===== src/rtl/sys_ctrl_pkg.sv =====
package sys_ctrl_pkg;
  localparam int unsigned ADDR_W  = 12;
  localparam int unsigned DATA_W  = 32;
  localparam int unsigned NUM_EXC = 3;  // 0 tick, 1 pendsv, 2 nmi
  localparam int unsigned VTAB_LSB = 8;
  localparam int unsigned KEY_W   = 16;

  localparam logic [ADDR_W-1:0] OFS_PEND = 12'hD04;
  localparam logic [ADDR_W-1:0] OFS_VTAB = 12'hD08;
  localparam logic [ADDR_W-1:0] OFS_RSTC = 12'hD0C;
  localparam logic [ADDR_W-1:0] OFS_SLP  = 12'hD10;

  localparam logic [KEY_W-1:0] WR_KEY = 16'h05FA;
  localparam logic [KEY_W-1:0] RD_KEY = 16'hFA05;

  localparam int SET_POS [NUM_EXC] = '{26, 28, 31};
  localparam int CLR_POS [NUM_EXC] = '{25, 27, 30};

  localparam int RST_REQ_BIT = 2;
  localparam int CLR_ACT_BIT = 1;
  localparam int SOE_BIT     = 1;
  localparam int SDP_BIT     = 2;
  localparam int SEV_BIT     = 4;

  typedef struct packed {
    logic pend;
    logic vtab;
    logic rstc;
    logic slp;
  } sel_t;
endpackage


===== src/rtl/sys_ctrl_decode.sv =====
module sys_ctrl_decode
  import sys_ctrl_pkg::*;
(
  input  logic [ADDR_W-1:0] addr_i,
  output sel_t              sel_o
);
  always_comb begin
    sel_o      = '0;
    sel_o.pend = (addr_i == OFS_PEND);
    sel_o.vtab = (addr_i == OFS_VTAB);
    sel_o.rstc = (addr_i == OFS_RSTC);
    sel_o.slp  = (addr_i == OFS_SLP);
  end
endmodule


===== src/rtl/sys_ctrl_pend.sv =====
module sys_ctrl_pend
  import sys_ctrl_pkg::*;
(
  input  logic               clk_i,
  input  logic               rst_ni,
  input  logic               wr_en_i,
  input  logic [DATA_W-1:0]  wdata_i,
  output logic [NUM_EXC-1:0] set_o,
  output logic [NUM_EXC-1:0] clr_o
);
  for (genvar i = 0; i < NUM_EXC; i++) begin : g_exc
    always_ff @(posedge clk_i or negedge rst_ni) begin
      if (!rst_ni) begin
        set_o[i] <= 1'b0;
        clr_o[i] <= 1'b0;
      end else begin
        set_o[i] <= wr_en_i && wdata_i[SET_POS[i]];
        // set wins over clear in the same write
        clr_o[i] <= wr_en_i && wdata_i[CLR_POS[i]] && !wdata_i[SET_POS[i]];
      end
    end
  end
endmodule


===== src/rtl/sys_ctrl_cfg.sv =====
module sys_ctrl_cfg
  import sys_ctrl_pkg::*;
(
  input  logic                       clk_i,
  input  logic                       rst_ni,
  input  logic                       wr_i,
  input  sel_t                       sel_i,
  input  logic [DATA_W-1:0]          wdata_i,
  input  logic                       core_halted_i,
  output logic [DATA_W-VTAB_LSB-1:0] vtab_q_o,
  output logic                       rst_req_o,
  output logic                       clr_active_o,
  output logic                       soe_o,
  output logic                       sdp_o,
  output logic                       sev_o
);
  logic keyed;
  assign keyed = wr_i && sel_i.rstc && (wdata_i[DATA_W-1 -: KEY_W] == WR_KEY);

  always_ff @(posedge clk_i or negedge rst_ni) begin
    if (!rst_ni) begin
      vtab_q_o     <= '0;
      rst_req_o    <= 1'b0;
      clr_active_o <= 1'b0;
      soe_o        <= 1'b0;
      sdp_o        <= 1'b0;
      sev_o        <= 1'b0;
    end else begin
      if (wr_i && sel_i.vtab) vtab_q_o <= wdata_i[DATA_W-1:VTAB_LSB];
      if (wr_i && sel_i.slp) begin
        soe_o <= wdata_i[SOE_BIT];
        sdp_o <= wdata_i[SDP_BIT];
        sev_o <= wdata_i[SEV_BIT];
      end
      // request held until the reset it triggers comes back
      if (keyed && wdata_i[RST_REQ_BIT]) rst_req_o <= 1'b1;
      clr_active_o <= keyed && wdata_i[CLR_ACT_BIT] && core_halted_i;
    end
  end
endmodule


===== src/rtl/sys_ctrl_regs.sv =====
module sys_ctrl_regs
  import sys_ctrl_pkg::*;
(
  input  logic               clk_i,
  input  logic               rst_ni,
  input  logic               wr_i,
  input  logic [11:0]        addr_i,
  input  logic [31:0]        wdata_i,
  output logic [31:0]        rdata_o,
  input  logic [2:0]         pend_stat_i,
  input  logic               core_halted_i,
  output logic [2:0]         pend_set_o,
  output logic [2:0]         pend_clr_o,
  output logic               rst_req_o,
  output logic               clr_active_o,
  output logic [31:0]        vtab_base_o,
  output logic               sleep_on_exit_o,
  output logic               sleep_deep_o,
  output logic               sev_on_pend_o
);
  sel_t sel;
  logic [DATA_W-VTAB_LSB-1:0] vtab_q;
  logic [DATA_W-1:0] pend_rd;

  sys_ctrl_decode u_dec (
    .addr_i (addr_i),
    .sel_o  (sel)
  );

  sys_ctrl_pend u_pend (
    .clk_i   (clk_i),
    .rst_ni  (rst_ni),
    .wr_en_i (wr_i && sel.pend),
    .wdata_i (wdata_i),
    .set_o   (pend_set_o),
    .clr_o   (pend_clr_o)
  );

  sys_ctrl_cfg u_cfg (
    .clk_i         (clk_i),
    .rst_ni        (rst_ni),
    .wr_i          (wr_i),
    .sel_i         (sel),
    .wdata_i       (wdata_i),
    .core_halted_i (core_halted_i),
    .vtab_q_o      (vtab_q),
    .rst_req_o     (rst_req_o),
    .clr_active_o  (clr_active_o),
    .soe_o         (sleep_on_exit_o),
    .sdp_o         (sleep_deep_o),
    .sev_o         (sev_on_pend_o)
  );

  assign vtab_base_o = {vtab_q, {VTAB_LSB{1'b0}}};

  always_comb begin
    pend_rd = '0;
    for (int i = 0; i < NUM_EXC; i++) pend_rd[SET_POS[i]] = pend_stat_i[i];
  end

  always_comb begin
    rdata_o = '0;
    unique case (1'b1)
      sel.pend: rdata_o = pend_rd;
      sel.vtab: rdata_o = vtab_base_o;
      sel.rstc: rdata_o = {RD_KEY, {(DATA_W-KEY_W){1'b0}}};
      sel.slp: begin
        rdata_o[SOE_BIT] = sleep_on_exit_o;
        rdata_o[SDP_BIT] = sleep_deep_o;
        rdata_o[SEV_BIT] = sev_on_pend_o;
      end
      default: rdata_o = '0;
    endcase
  end
endmodule


===== config.mk =====
export PLATFORM = sky130hd
export DESIGN_NAME = sys_ctrl_regs
export DESIGN_NICKNAME = d
export VERILOG_FILES = /design/src/rtl/sys_ctrl_pkg.sv /design/src/rtl/sys_ctrl_decode.sv /design/src/rtl/sys_ctrl_pend.sv /design/src/rtl/sys_ctrl_cfg.sv /design/src/rtl/sys_ctrl_regs.sv
export SDC_FILE = /design/constraint.sdc
export NUM_CORES = 1
export LEC_CHECK = 0
export BUFFER_PORTS_ARGS = -buffer_cell sky130_fd_sc_hd__buf_2
export CAP_MARGIN = 20
export CORE_MARGIN = 4
export CORE_UTILIZATION = 40
export DETAILED_ROUTE_END_ITERATION = 10
export GPL_TIMING_DRIVEN = 0
export PLACE_DENSITY = 0.85
export SYNTH_ARGS = -nofsm -noshare
export SYNTH_HDL_FRONTEND = slang
export SYNTH_SLANG_ARGS = --single-unit
export TNS_END_PERCENT = 100

===== constraint.sdc =====
create_clock -name clk_i -period 2.2 [get_ports clk_i]
set_clock_uncertainty 0.2 [all_clocks]
set_input_delay 0 -clock clk_i [delete_from_list [all_inputs] [get_ports clk_i]]
set_output_delay 0 -clock clk_i [all_outputs]
set_load 0.01 [all_outputs]

==> results by stage, run 1 <==
Critical path:
- The endpoint class of the critical path is a flip-flop.
- The critical path launch point type is an input pin.
- The worst endpoint required time is 2.22 ns.
- For the worst flop-to-flop path, the logic depth is 1.
- The path type of the worst setup path is in -> reg.
- At the worst endpoint, the arrival time is 2.02 ns.
- In this run the register-to-register setup slack is 1.21 ns.
- The peak fanout along the critical path is 4.
- The endpoint identified for the worst register-to-register timing path is u_cfg.vtab_q_o[5].
- The launch point of the worst reg-to-reg path is u_cfg.vtab_q_o[5].

Synthesis:
- Yosys attributes the largest share of cell area to dfrtp_1, mux2_4, and2_1, buf_4, mux2_2.
- The mean cell area of the mapped netlist is 12.81 sq um.
- The number of register bits inferred by synthesis is 35.
- Synthesis handed over a netlist of 145 instances.
- Of the post-synthesis cell area, the dominant cell type holds 47.17%.
- dfrtp_1 takes more of the synthesized area than any other cell.
- The count of distinct cell types in the synthesized netlist is 32.
- The sequential area share after synthesis is 47.17%.
- Yosys printed 0 warnings.
- The mapped netlist covers 1857 sq um.

Timing:
- Hold timing on the final database bottoms out at a slack of 0.04419 ns.
- The relative slew slack is 47.91%.
- The count of final max-slew check failures is 0.
- The time the final worst path needs with I/O delays and setup is 2.000 ns.
- For the pin with the worst max-slew slack, the measured transition is 0.7814 ns.
- For the final routed database, the setup TNS stands at 0 ns.
- Setup violations remaining at the end of the flow were counted as 0.
- The part of the cycle the worst path needs is 90.91%.
- Timing would allow up to 500.0 MHz.
- The worst path meets setup with 0.2000 ns of slack.
- The final count of hold timing violations is 0.
- Setup repair after global routing left no endpoint under its margin.

Pwr:
- Summing internal, switching and leakage power gives 1.410 mW.
- Power spread over the standard cell area amounts to 476.0 nW/um^2.
- Summed over all cells, the static leakage comes to 1.777 nW.
- The peak supply drop is 0.3513 mV.

Min path:
- The worst hold path passes through 3 cells.
- The worst hold endpoint is u_cfg.vtab_q_o[2].
- The worst min-delay path class is in -> reg.
- In this run the most critical hold path is launched from addr_i[3].

Floorplan:
- The initial utilization of the core area, before any placement, comes to 42.06%.
- The die is 76.13 um wide.
- In this run the count of I/O pins placed on the die edge is 126.
- The die covers 5796 sq um.
- The total core area is 4414 sq um.
- The floorplan has 24 rows.
- Measured along the y axis, the die boundary spans 76.13 um.

Drt:
- The number of nets with antenna violations after detailed routing is 0.
- Dividing the detail-routed via count by the number of cells gives 4.779.
- After the first detailed-routing iteration, the DRC count stood at 28.
- The DRC violation count after routing is 0.
- The first detailed-routing pass took 4 iterations.
- The routed layout has 1711 vias.
- After detailed routing, the average wire length per cell comes to 15.81 um.
- Wires add up to 5660 um.

Clock tree:
- The H-tree generated during clock tree synthesis spans 2 levels.
- The maximum count of clock buffers along a single path is 2.
- The TritonCTS clock tree is built.
- Clock-pin slew was measured on the worst setup and hold paths at 0.07 ns.
- The number of buffers created by CTS is 5.
- The master cell of the clock root buffer is clkbuf_8.
- The later pin in the worst-skew pair is clocked with a latency of 0.28 ns.
- The total number of clock tree sinks is 35.

Outcome:
- The run finished with clean final reports.

Global route:
- The overall overflow remaining after global route is 0.
- Entering global routing, the biggest net connects 36 pins.
- The number of antenna violations at the first check in global routing came to 0.
- Global routing used 20.01% of the available tracks across all layers.
- The number of global-route vias before repair came to 1810.
- The first global-routing pass estimated 9397 um of wire.

Cells and area:
- The final cell count without fillers is 358.
- After the last flow step, the layout net total stands at 356.
- The filler cells instantiated in the layout total 350.
- The most common cell after layout, fill and taps aside is buf_2.
- Compared with the post-synthesis result, the final layout area differs by 59.57%.
- Cells with a size suffix above 1 make up 53.59% of the layout.
- The total inserted antenna cells is 0.
- The final non-filler cell area is 2963 sq um.
- In the layout the commonest cells are buf_2, dfrtp_1, dlygate4sd3_1.
- For this run, the share of the core covered by cells in the final layout is 67.12%.

Place:
- At the end of routability-driven placement, the weighted congestion stood at 0.7168.
- The total of buffers placed on input and output ports is 106.
- Timing analysis after detailed placement gives a worst setup slack of -0.1170 ns.
- The placed cell area is 2497 sq um.
- The half-perimeter wire length after detailed placement is 3924 um.
- Once placement completed, the tool counted placed cells totaling 315.

Job:
- Max-cap violations in this run came to 0.
[routing by layer]
metal	global-route usage [%]	routed length, um
met1	22.36	2111
met2	36.73	3049
met3	6.265	427
met4	4.545	72
met5	0	0
[final cells by class]
cell class | count | area, sq um | share of cell area, %
Multi-Input combinational cell | 104 | 892.1 | 30.11
Timing Repair Buffer | 141 | 878.3 | 29.65
Sequential cell | 35 | 875.8 | 29.56
Buffer | 18 | 133.9 | 4.519
Clock buffer | 6 | 82.58 | 2.787
Tap cell | 52 | 65.06 | 2.196
Clock inverter | 2 | 35.03 | 1.182
[cells in the mapped netlist (all sizes together)]
| master | number |
|---|---|
| nand4b | 2 |
| or4 | 1 |
| a41o | 1 |
| and2b | 1 |
| a21oi | 3 |
| dfrtp | 35 |
| or4bb | 1 |
| or4b | 2 |
| nor2b | 1 |
| nor4 | 4 |
| or3b | 1 |
| buf | 16 |
| nand3 | 2 |
| conb | 1 |
| nor2 | 2 |
| o21ai | 2 |
| or3 | 2 |
| nor3b | 3 |
| and3 | 3 |
| o21a | 6 |
| and2 | 21 |
| nand2 | 5 |
| nor4bb | 1 |
| mux2 | 27 |
| clkbuf | 2 |
[how the worst max path moves through the flow]
stage	startpoint	to
finish	addr_i[5]	u_pend.clr_o[0]
global route	addr_i[5]	u_pend.clr_o[0]
CTS	addr_i[5]	u_pend.clr_o[2]
detailed placement	addr_i[5]	rdata_o[9]
global placement	addr_i[5]	rdata_o[14]
floorplan	addr_i[5]	u_cfg.vtab_q_o[10]
[critical path: stages]
cell and delay [ns]:
buf_2 0.09, or4b_4 0.58, nor4_4 0.33, nand3_1 0.22, nor3b_1 0.23, dlygate4sd3_1 0.57
[power by group]
part | internal (mW) | switching [mW]
registers | 0.645 | 0.00170
clock network | 0.367 | 0.235
logic | 0.0926 | 0.0695
[registers in the layout (all words and copies together) (netlist names)]
name                cells
u_cfg.sev_o             1
u_cfg.clr_active_o      1
u_cfg.vtab_q_o         24
u_cfg.sdp_o             1
u_pend.set_o            3
u_cfg.rst_req_o         1
u_cfg.soe_o             1
u_pend.clr_o            3
[what timing repair did]
action	4_1_cts	5_1_grt
gates resized for setup	0	0
hold buffers	34	0
buffers inserted	1	0
endpoints found under the hold margin	70	0
setup endpoints to repair	10	0
[logic make-up after synthesis]
kind of cell	share of synthesized area, %
compound gates	4.312
buf+inv	7.209
flops	47.17
mux	20.42
other cells	0.2020
simple gates	20.69
Power figures use the tool's default switching activity.
==> run 2, diff against run 1 <==
--- a/config.mk
+++ b/config.mk
@@ -5,13 +5,14 @@
 export SDC_FILE = /design/constraint.sdc
 export NUM_CORES = 1
 export LEC_CHECK = 0
+export ABC_AREA = 1
 export BUFFER_PORTS_ARGS = -buffer_cell sky130_fd_sc_hd__buf_2
 export CAP_MARGIN = 20
-export CORE_MARGIN = 4
-export CORE_UTILIZATION = 40
+export CORE_MARGIN = 2
+export CORE_UTILIZATION = 37
 export DETAILED_ROUTE_END_ITERATION = 10
 export GPL_TIMING_DRIVEN = 0
-export PLACE_DENSITY = 0.85
+export PLACE_DENSITY = 0.82
 export SYNTH_ARGS = -nofsm -noshare
 export SYNTH_HDL_FRONTEND = slang
 export SYNTH_SLANG_ARGS = --single-unit
==> constraint.sdc (replaced) <==
create_clock -name clk_i -period 1.6 [get_ports clk_i]
set_clock_uncertainty 0.2 [all_clocks]
set_input_delay 0 -clock clk_i [delete_from_list [all_inputs] [get_ports clk_i]]
set_output_delay 0 -clock clk_i [all_outputs]
set_load 0.01 [all_outputs]
==> run 2 against run 1 <==
Clock power rose by 5.5%. Wire length up 1.2%. Via count up 24%. Critical path type unchanged. Sequential share of layout area decreased by 0.83 points. Critical endpoint is now u_pend.set_o[1]. Core utilization shrank 3.4 points. Register-to-register slack lost 0.48 ns. Worst hold slack gained 0.016 ns. Synthesized area is 0.13% lower.
==> results by stage, run 2 <==
Floorplan:
- The floorplan die area is 5594 sq um (-3.5%).
- The top-level port count is 126 (unchanged).
- The floorplan die height is 74.79 um (-1.8%).
- The total core area is 4786 sq um (+8.4%).
- The initial cell density of the core was 38.75% (-3.3 points).
- The die span in x is 74.79 um (-1.8%).
- The number of rows created at floorplan is 25 (+4.2%).

Cells and area:
- The most common cell after layout, fill and taps aside is buf_2.
- The register containing the most flip-flops in the final layout is u_cfg.vtab_q_o.
- The flip-flop count of the largest register, all copies and words added came to 24 (unchanged).
- The final layout net count came to 470 (+32%).
- The total inserted antenna cells is 0 (unchanged).
- The library cells used most frequently in the layout, excluding fill and tap cells, are buf_2, inv_1, nand2_1.
- The largest registers in the layout are u_cfg.vtab_q_o (24), u_pend.clr_o (3), u_pend.set_o (3).
- The fraction of layout cells with a size suffix above 1 was 33.33% (-20 points).
- The number of inserted filler cells in the final layout is 414 (+18%).
- Compared with the post-synthesis result, the final layout area differs by 64.37%.
- The final non-filler cell area is 3048 sq um (+2.9%).

Synthesis:
- The most common cell in the synthesized netlist is inv_1.
- The yosys synthesis warning count is 0 (unchanged).
- The number of register bits inferred by synthesis is 35 (unchanged).
- Yosys attributes the largest share of cell area to dfrtp_1, inv_1, nand2_1, o21ai_1, nor2_1.
- The sequential area share after synthesis is 47.23% (+0.064 points).
- The post-synthesis async set-or-reset flop share was 100.0% (unchanged).
- The top flip-flop cell by instance count after synthesis is dfrtp_1.
- The count of distinct cell types in the synthesized netlist was 21 (-34%).
- Ranked by instance count, the synthesized netlist is headed by inv_1, nand2_1, dfrtp_1, nor2_1, o21ai_1.
- The number of flops mapped to enable cells by yosys was 0 (unchanged).
- The synthesized netlist cell count was 250 (+72%).
- The area of the mapped netlist is 1854 sq um (-0.13%).
- The mean cell area of the mapped netlist is 7.417 sq um (-42%).
- The area share of the largest cell type after synthesis is 47.23% (+0.064 points).
- The biggest area consumer among synthesized cells is dfrtp_1.

Timing:
- The setup TNS after final layout was 0 ns (unchanged).
- The worst path uses 92.31% of the clock period.
- Setup repair after global routing left no endpoint under its margin.
- The final worst setup slack is 0.1230 ns (-0.07697 ns).
- The final count of hold timing violations is 0 (unchanged).
- The routed design could run at a clock period as short as 1.477 ns.
- The relative slew slack is 47.30% (-0.61 points).
- The count of final max-slew check failures is 0 (unchanged).
- The count of final setup violators is 0 (unchanged).
- Derived from the worst setup path, the maximum achievable clock frequency is 677.0 MHz.
- The slew of the pin with the lowest slew margin is 0.7905 ns (+0.009136 ns).

Clock tree:
- The maximum count of clock buffers along a single path came to 2 (unchanged).
- The TritonCTS clock tree is built.
- The clock latency of the later-clocked register in the worst-skew pair was 0.29 ns (about the same).
- In this run the clock root is driven by a clkbuf_8.
- The number of buffers created by CTS is 5 (unchanged).
- The clock transition at the registers of the reported paths is 0.07 ns (about the same).
- The total number of clock tree sinks is 35 (unchanged).
- The H-tree depth is 2 (unchanged).
- The post-CTS repair timing setup buffer count is 0 (-1).

Critical path:
- The peak fanout along the critical path is 9 (+5).
- The endpoint class of the critical path is a flip-flop.
- The delay of the slowest cell on the worst path is 0.56 ns (-0.02 ns).
- The critical path is of the in -> reg type.
- Broken down by cell family, the worst path's largest delay share belongs to simple AND/OR/NAND/NOR gates.
- The worst setup path is launched from an input pin.
- The worst endpoint required time is 1.63 ns (-0.59 ns).
- The number of buffer and inverter stages on the critical path is 2 (unchanged).
- The critical path arrival came to 1.51 ns (-0.51 ns).
- The signal on the critical path passes through buf_2 -> nor2_2 -> nand2_1 -> nor2_4 -> nand4_1 -> nor2_1 -> dlygate4sd3_1.
- The slowest stage of the critical path is the dlygate4sd3_1 cell.

Place:
- The total of buffers placed on input and output ports is 107 (+0.94%).
- The placed cell area was 2519 sq um (+0.85%).
- The pre-CTS setup slack is 0.04930 ns (+0.1663 ns).
- The half-perimeter wire length after detailed placement is 3849 um (-1.9%).
- The global placement routability congestion is 0.6893 (-3.8%).

Outcome:
- The flow ran to the end, and the final reports show no timing, DRC or antenna violations.

Drt:
- The number of nets with antenna violations after detailed routing was 0 (unchanged).
- The first-pass detailed-route iteration total is 4 (unchanged).
- The number of DRC violations after detailed-routing iteration 0 is 113 (+300%).
- The DRC violation count after routing was 0 (unchanged).
- The routed via count divided by cell count is 4.374 (-8.5%).
- The routed via count is 2130 (+24%).
- The wire length after detailed routing is 5726 um (+1.2%).
- The average wire length per cell after detail routing is 11.76 um (-26%).

Pwr:
- The peak supply drop is 0.3994 mV (+14%).
- The static leakage was 1.703 nW (-4.2%).
- The power per standard cell area is 578.7 nW/um^2 (+22%).

Global route:
- The number of antenna violations at the first check in global routing was 0 (unchanged).
- The overall track demand over capacity in global routing is 21.18% (+1.2 points).
- The number of global-route vias before repair is 2043 (+13%).
- The maximum number of pins on one net before global-route repair is 36 (unchanged).
- The global-route wire length before repair is 8894 um (-5.4%).
- The overall overflow remaining after global route is 0 (unchanged).

Job:
- The reported max-cap violation count was 0 (unchanged).

Min path:
- The tightest min-delay check is of the in -> reg type.
[run 2: final timing paths]
| check | start | end | slack, ns | depth (start not counted) |
|---|---|---|---|---|
| max | addr_i[7] | u_pend.set_o[1] | 0.12 | 7 |
| min | wr_i | u_cfg.vtab_q_o[22] | 0.06 | 5 |
| max reg2reg | u_cfg.vtab_q_o[5] | u_cfg.vtab_q_o[5] | 0.73 | 2 |
| min reg2reg | u_cfg.rst_req_o | u_cfg.rst_req_o | 0.28 | 2 |
| max in group asynchronous | rst_ni | u_pend.set_o[1] | 0.58 | 2 |
| min in group asynchronous | rst_ni | u_cfg.vtab_q_o[12] | 0.13 | 2 |
[run 2: worst min-delay path, cell delays in order]
cell and delay (ns):
buf_2 0.15, nand3_2 0.11, buf_6 0.14, nand2_1 0.05
o21ai_1 0.06
[run 2: layer usage]
layer / vias up / track usage, % / wire (um)
li1: 1064 / - / -
met1: 962 / 23.32 / 2284
met5: - / 0 / 0
met2: 91 / 39.13 / 3008
met3: 13 / 5.622 / 323
met4: 0 / 7.540 / 109
[run 2: logic make-up (layout without fill, tap and decap cells)]
family,Yosys count,in the layout,synth area share (%)
other cells,1,13,0.2022
compound gates,32,32,8.906
flops,35,35,47.23
buf+inv,75,233,18.69
simple gates,107,107,24.97
[run 2: power breakdown]
| group | switching (mW) | internal [mW] | leakage [nW] |
|---|---|---|---|
| logic | 0.110 | 0.130 | 1.18 |
| registers | 0.00241 | 0.887 | 0.484 |
| clock network | 0.332 | 0.303 | 0.0402 |
[run 2: metrics by stage]
| stage | instances | power, mW | util (%) | hold WS (ns) |
|---|---|---|---|---|
| floorplan | 262 | 0.9849 | - | -0.4956 |
| global placement | 436 | 1.074 | 52.63 | -0.08897 |
| detailed placement | 436 | 1.078 | 52.63 | -0.07318 |
| CTS | 487 | 1.782 | 63.48 | 0.05024 |
| global route | 487 | 1.847 | 63.69 | 0.1119 |
| finish | 487 | 1.764 | 63.69 | 0.06002 |
[run 2: layout make-up]
| cell class | count | area, sq um | share of cell area (%) |
|---|---|---|---|
| Multi-Input combinational cell | 152 | 681.9 | 22.37 |
| Clock buffer | 5 | 68.82 | 2.258 |
| Inverter | 55 | 206.4 | 6.773 |
| Timing Repair Buffer | 150 | 968.4 | 31.77 |
| Sequential cell | 35 | 875.8 | 28.74 |
| Clock inverter | 3 | 20.02 | 0.6568 |
| Buffer | 20 | 142.6 | 4.680 |
| Tap cell | 67 | 83.83 | 2.750 |
[run 2: timing repair]
item                       CTS  global route
setup endpoints to repair    0            17
hold endpoints to repair    70             0
resized for setup            0             8
hold buffers                43             0
==> run 3, diff against run 2 <==
--- a/config.mk
+++ b/config.mk
@@ -12,6 +12,7 @@
 export CORE_UTILIZATION = 37
 export DETAILED_ROUTE_END_ITERATION = 10
 export GPL_TIMING_DRIVEN = 0
+export MAX_ROUTING_LAYER = met4
 export PLACE_DENSITY = 0.82
 export SYNTH_ARGS = -nofsm -noshare
 export SYNTH_HDL_FRONTEND = slang
==> run 3 against run 2 <==
First-iteration DRC count decreased by 16%. Count of clock-buffer cells in the layout did not move. Wire length is 0.10% higher. Critical path depth stayed put. Die area unchanged. Final cell count stayed put. Total power down 0.16%. Sequential share of layout area stayed put. Flip-flop and latch count stayed put. Worst hold slack improved by 0.0012 ns. Combinational power about the same. Critical path type unchanged. Largest cell class unchanged. Largest power group unchanged.
==> results by stage, run 3 (synthesized netlist as in run 2, its figures left out) <==
Outcome:
- The run finished with clean final reports.

Cells and area:
- The synthesis-to-layout area growth is 64.37% (unchanged).
- More flip-flops sit in one register than any other, and that register is u_cfg.vtab_q_o.
- The total inserted antenna cells is 0 (unchanged).
- The fraction of layout cells with a size suffix above 1 is 33.33% (unchanged).
- The most common cell after layout, fill and taps aside is buf_2.
- The final non-filler cell area is 3048 sq um (unchanged).
- In the layout the commonest cells are buf_2, inv_1, nand2_1.
- The flip-flop count of the largest register, all copies and words added is 24 (unchanged).
- The final cell count without fillers came to 487 (unchanged).
- The final layout net count is 470 (unchanged).
- The largest registers in the layout are u_cfg.vtab_q_o (24), u_pend.clr_o (3), u_pend.set_o (3).

Min path:
- The worst min-delay path class is in -> reg.
- The number of cells on the worst hold path is 5 (unchanged).

Drt:
- The number of nets with antenna violations after detailed routing is 0 (unchanged).
- The first-pass detailed-route iteration total came to 4 (unchanged).
- The wire length after detailed routing is 5732 um (+0.10%).
- The routed via count is 2140 (+0.47%).
- The number of DRC violations after detailed-routing iteration 0 is 95 (-16%).
- The DRC violation count after routing was 0 (unchanged).
- The average wire length per cell after detail routing is 11.77 um (+0.10%).
- The routed via count divided by cell count is 4.394 (+0.47%).

Job:
- The reported max-cap violation count came to 0 (unchanged).

Clock tree:
- The maximum count of clock buffers along a single path is 2 (unchanged).
- The clock transition at the registers of the reported paths is 0.07 ns (about the same).
- The total number of clock tree sinks was 35 (unchanged).
- TritonCTS built the clock tree.
- The number of buffers created by CTS is 5 (unchanged).
- The master cell of the clock root buffer is clkbuf_8.
- The H-tree depth came to 2 (unchanged).
- The clock latency of the later-clocked register in the worst-skew pair is 0.28 ns (about the same).

Timing:
- The relative slew slack came to 47.39% (+0.093 points).
- The final count of hold timing violations is 0 (unchanged).
- The count of final max-slew check failures is 0 (unchanged).
- The part of the cycle the worst path needs is 91.96% (-0.35 points).
- The setup TNS after final layout is 0 ns (unchanged).
- The slew of the pin with the lowest slew margin is 0.7891 ns (-0.001393 ns).
- The maximum operating frequency is 679.6 MHz (+0.38%).
- Setup repair after global routing left no endpoint under its margin.
- The count of final setup violators was 0 (unchanged).
- The final hold slack is 0.06126 ns (+0.001244 ns).
- The time the final worst path needs with I/O delays and setup came to 1.471 ns (-0.005648 ns).

Critical path:
- The critical path arrival is 1.50 ns (about the same).
- The path depth of the worst reg2reg path was 2 (unchanged).
- Traced cell by cell, the critical path runs through buf_2 -> nor2_2 -> nand2_1 -> nor2_4 -> nand4_1 -> nor2_1 -> dlygate4sd3_1.
- The delay of the slowest cell on the worst path is 0.56 ns (about the same).
- The slowest cell on the critical path is dlygate4sd3_1.
- STA classifies the critical path endpoint as a flip-flop.
- The worst endpoint required time was 1.63 ns (about the same).
- By startpoint and endpoint, the worst setup path is classified as in -> reg.
- STA classifies the critical path startpoint as an input pin.
- The peak fanout along the critical path is 9 (unchanged).

Global route:
- The global-route wire length before repair is 8887 um (about the same).
- The number of global-route vias before repair is 2043 (unchanged).
- The maximum number of pins on one net before global-route repair was 36 (unchanged).
- The overall track demand over capacity in global routing came to 21.85% (+0.66 points).
- The overall overflow remaining after global route came to 0 (unchanged).
- The number of antenna violations at the first check in global routing is 0 (unchanged).

Place:
- The half-perimeter wire length after detailed placement is 3849 um (unchanged).
- The cell count after placement is 436 (unchanged).
- The total of buffers placed on input and output ports came to 107 (unchanged).
- The global placement routability congestion came to 0.6965 (+1.0%).
- The placed cell area is 2519 sq um (unchanged).

Pwr:
- The static leakage is 1.703 nW (unchanged).
- The power per standard cell area came to 577.7 nW/um^2 (-0.16%).
- The peak supply drop is 0.3998 mV (about the same).

Floorplan:
- The die span in x was 74.79 um (unchanged).
- The floorplan die area is 5594 sq um (unchanged).
- The number of rows created at floorplan was 25 (unchanged).
- The initial cell density of the core came to 38.75% (unchanged).
- The top-level port count is 126 (unchanged).
- The floorplan die height is 74.79 um (unchanged).
- The total core area was 4786 sq um (unchanged).
-- run 3: cell counts in the layout (fill, tap and decap cells not counted) --
Identical to the previous run, type by type.
-- run 3: path summary, 6_finish.rpt --
path	from	endpoint	slack (ns)
min reg2reg	u_cfg.rst_req_o	u_cfg.rst_req_o	0.28
max reg2reg	u_cfg.vtab_q_o[5]	u_cfg.vtab_q_o[5]	0.73
min in group asynchronous	rst_ni	u_cfg.vtab_q_o[12]	0.13
max in group asynchronous	rst_ni	u_pend.set_o[1]	0.58
max	addr_i[7]	u_pend.set_o[1]	0.13
min	wr_i	u_cfg.vtab_q_o[22]	0.06
-- run 3: where the power goes --
group	internal (mW)	switching [mW]
clock	0.302	0.329
sequential	0.887	0.00241
combinational	0.130	0.109
total	1.32	0.441
-- run 3: critical path: cells and delay by family --
kind                   cells  cell delay, ns
buffers and inverters      2            0.66
AND/OR/NAND/NOR            5            0.83
-- run 3: layer usage --
layer	GRT usage, %	routed length (um)	up-vias
met2	39.13	3040	91
met3	5.221	332	12
met5	-	0	-
met1	23.58	2268	975
met4	7.540	91	0
li1	-	-	1062
-- run 3: repair_timing --
item                       CTS  global route
hold endpoints to repair    70             0
setup buffers                0             0
gates resized for setup      0             8
hold buffers                43             0
setup endpoints to repair    0            17
-- run 3: final cells by class --
type,instances,area (sq um)
multi-input cells,152,681.9
inverters,55,206.4
repair buffers,150,968.4
plain buffers,20,142.6
clock inverters,3,20.02
clock buffers,5,68.82
flip-flops and latches,35,875.8
fillers,414,1738
well taps,67,83.83
-- run 3: through the flow --
stage | setup slack, ns | total power [mW] | util, %
floorplan | 0.3650 | 0.9849 | -
global placement | 0.08117 | 1.074 | 52.63
detailed placement | 0.04930 | 1.078 | 52.63
CTS | 0.04725 | 1.782 | 63.48
global route | 0.003355 | 1.847 | 63.69
finish | 0.1286 | 1.761 | 63.69
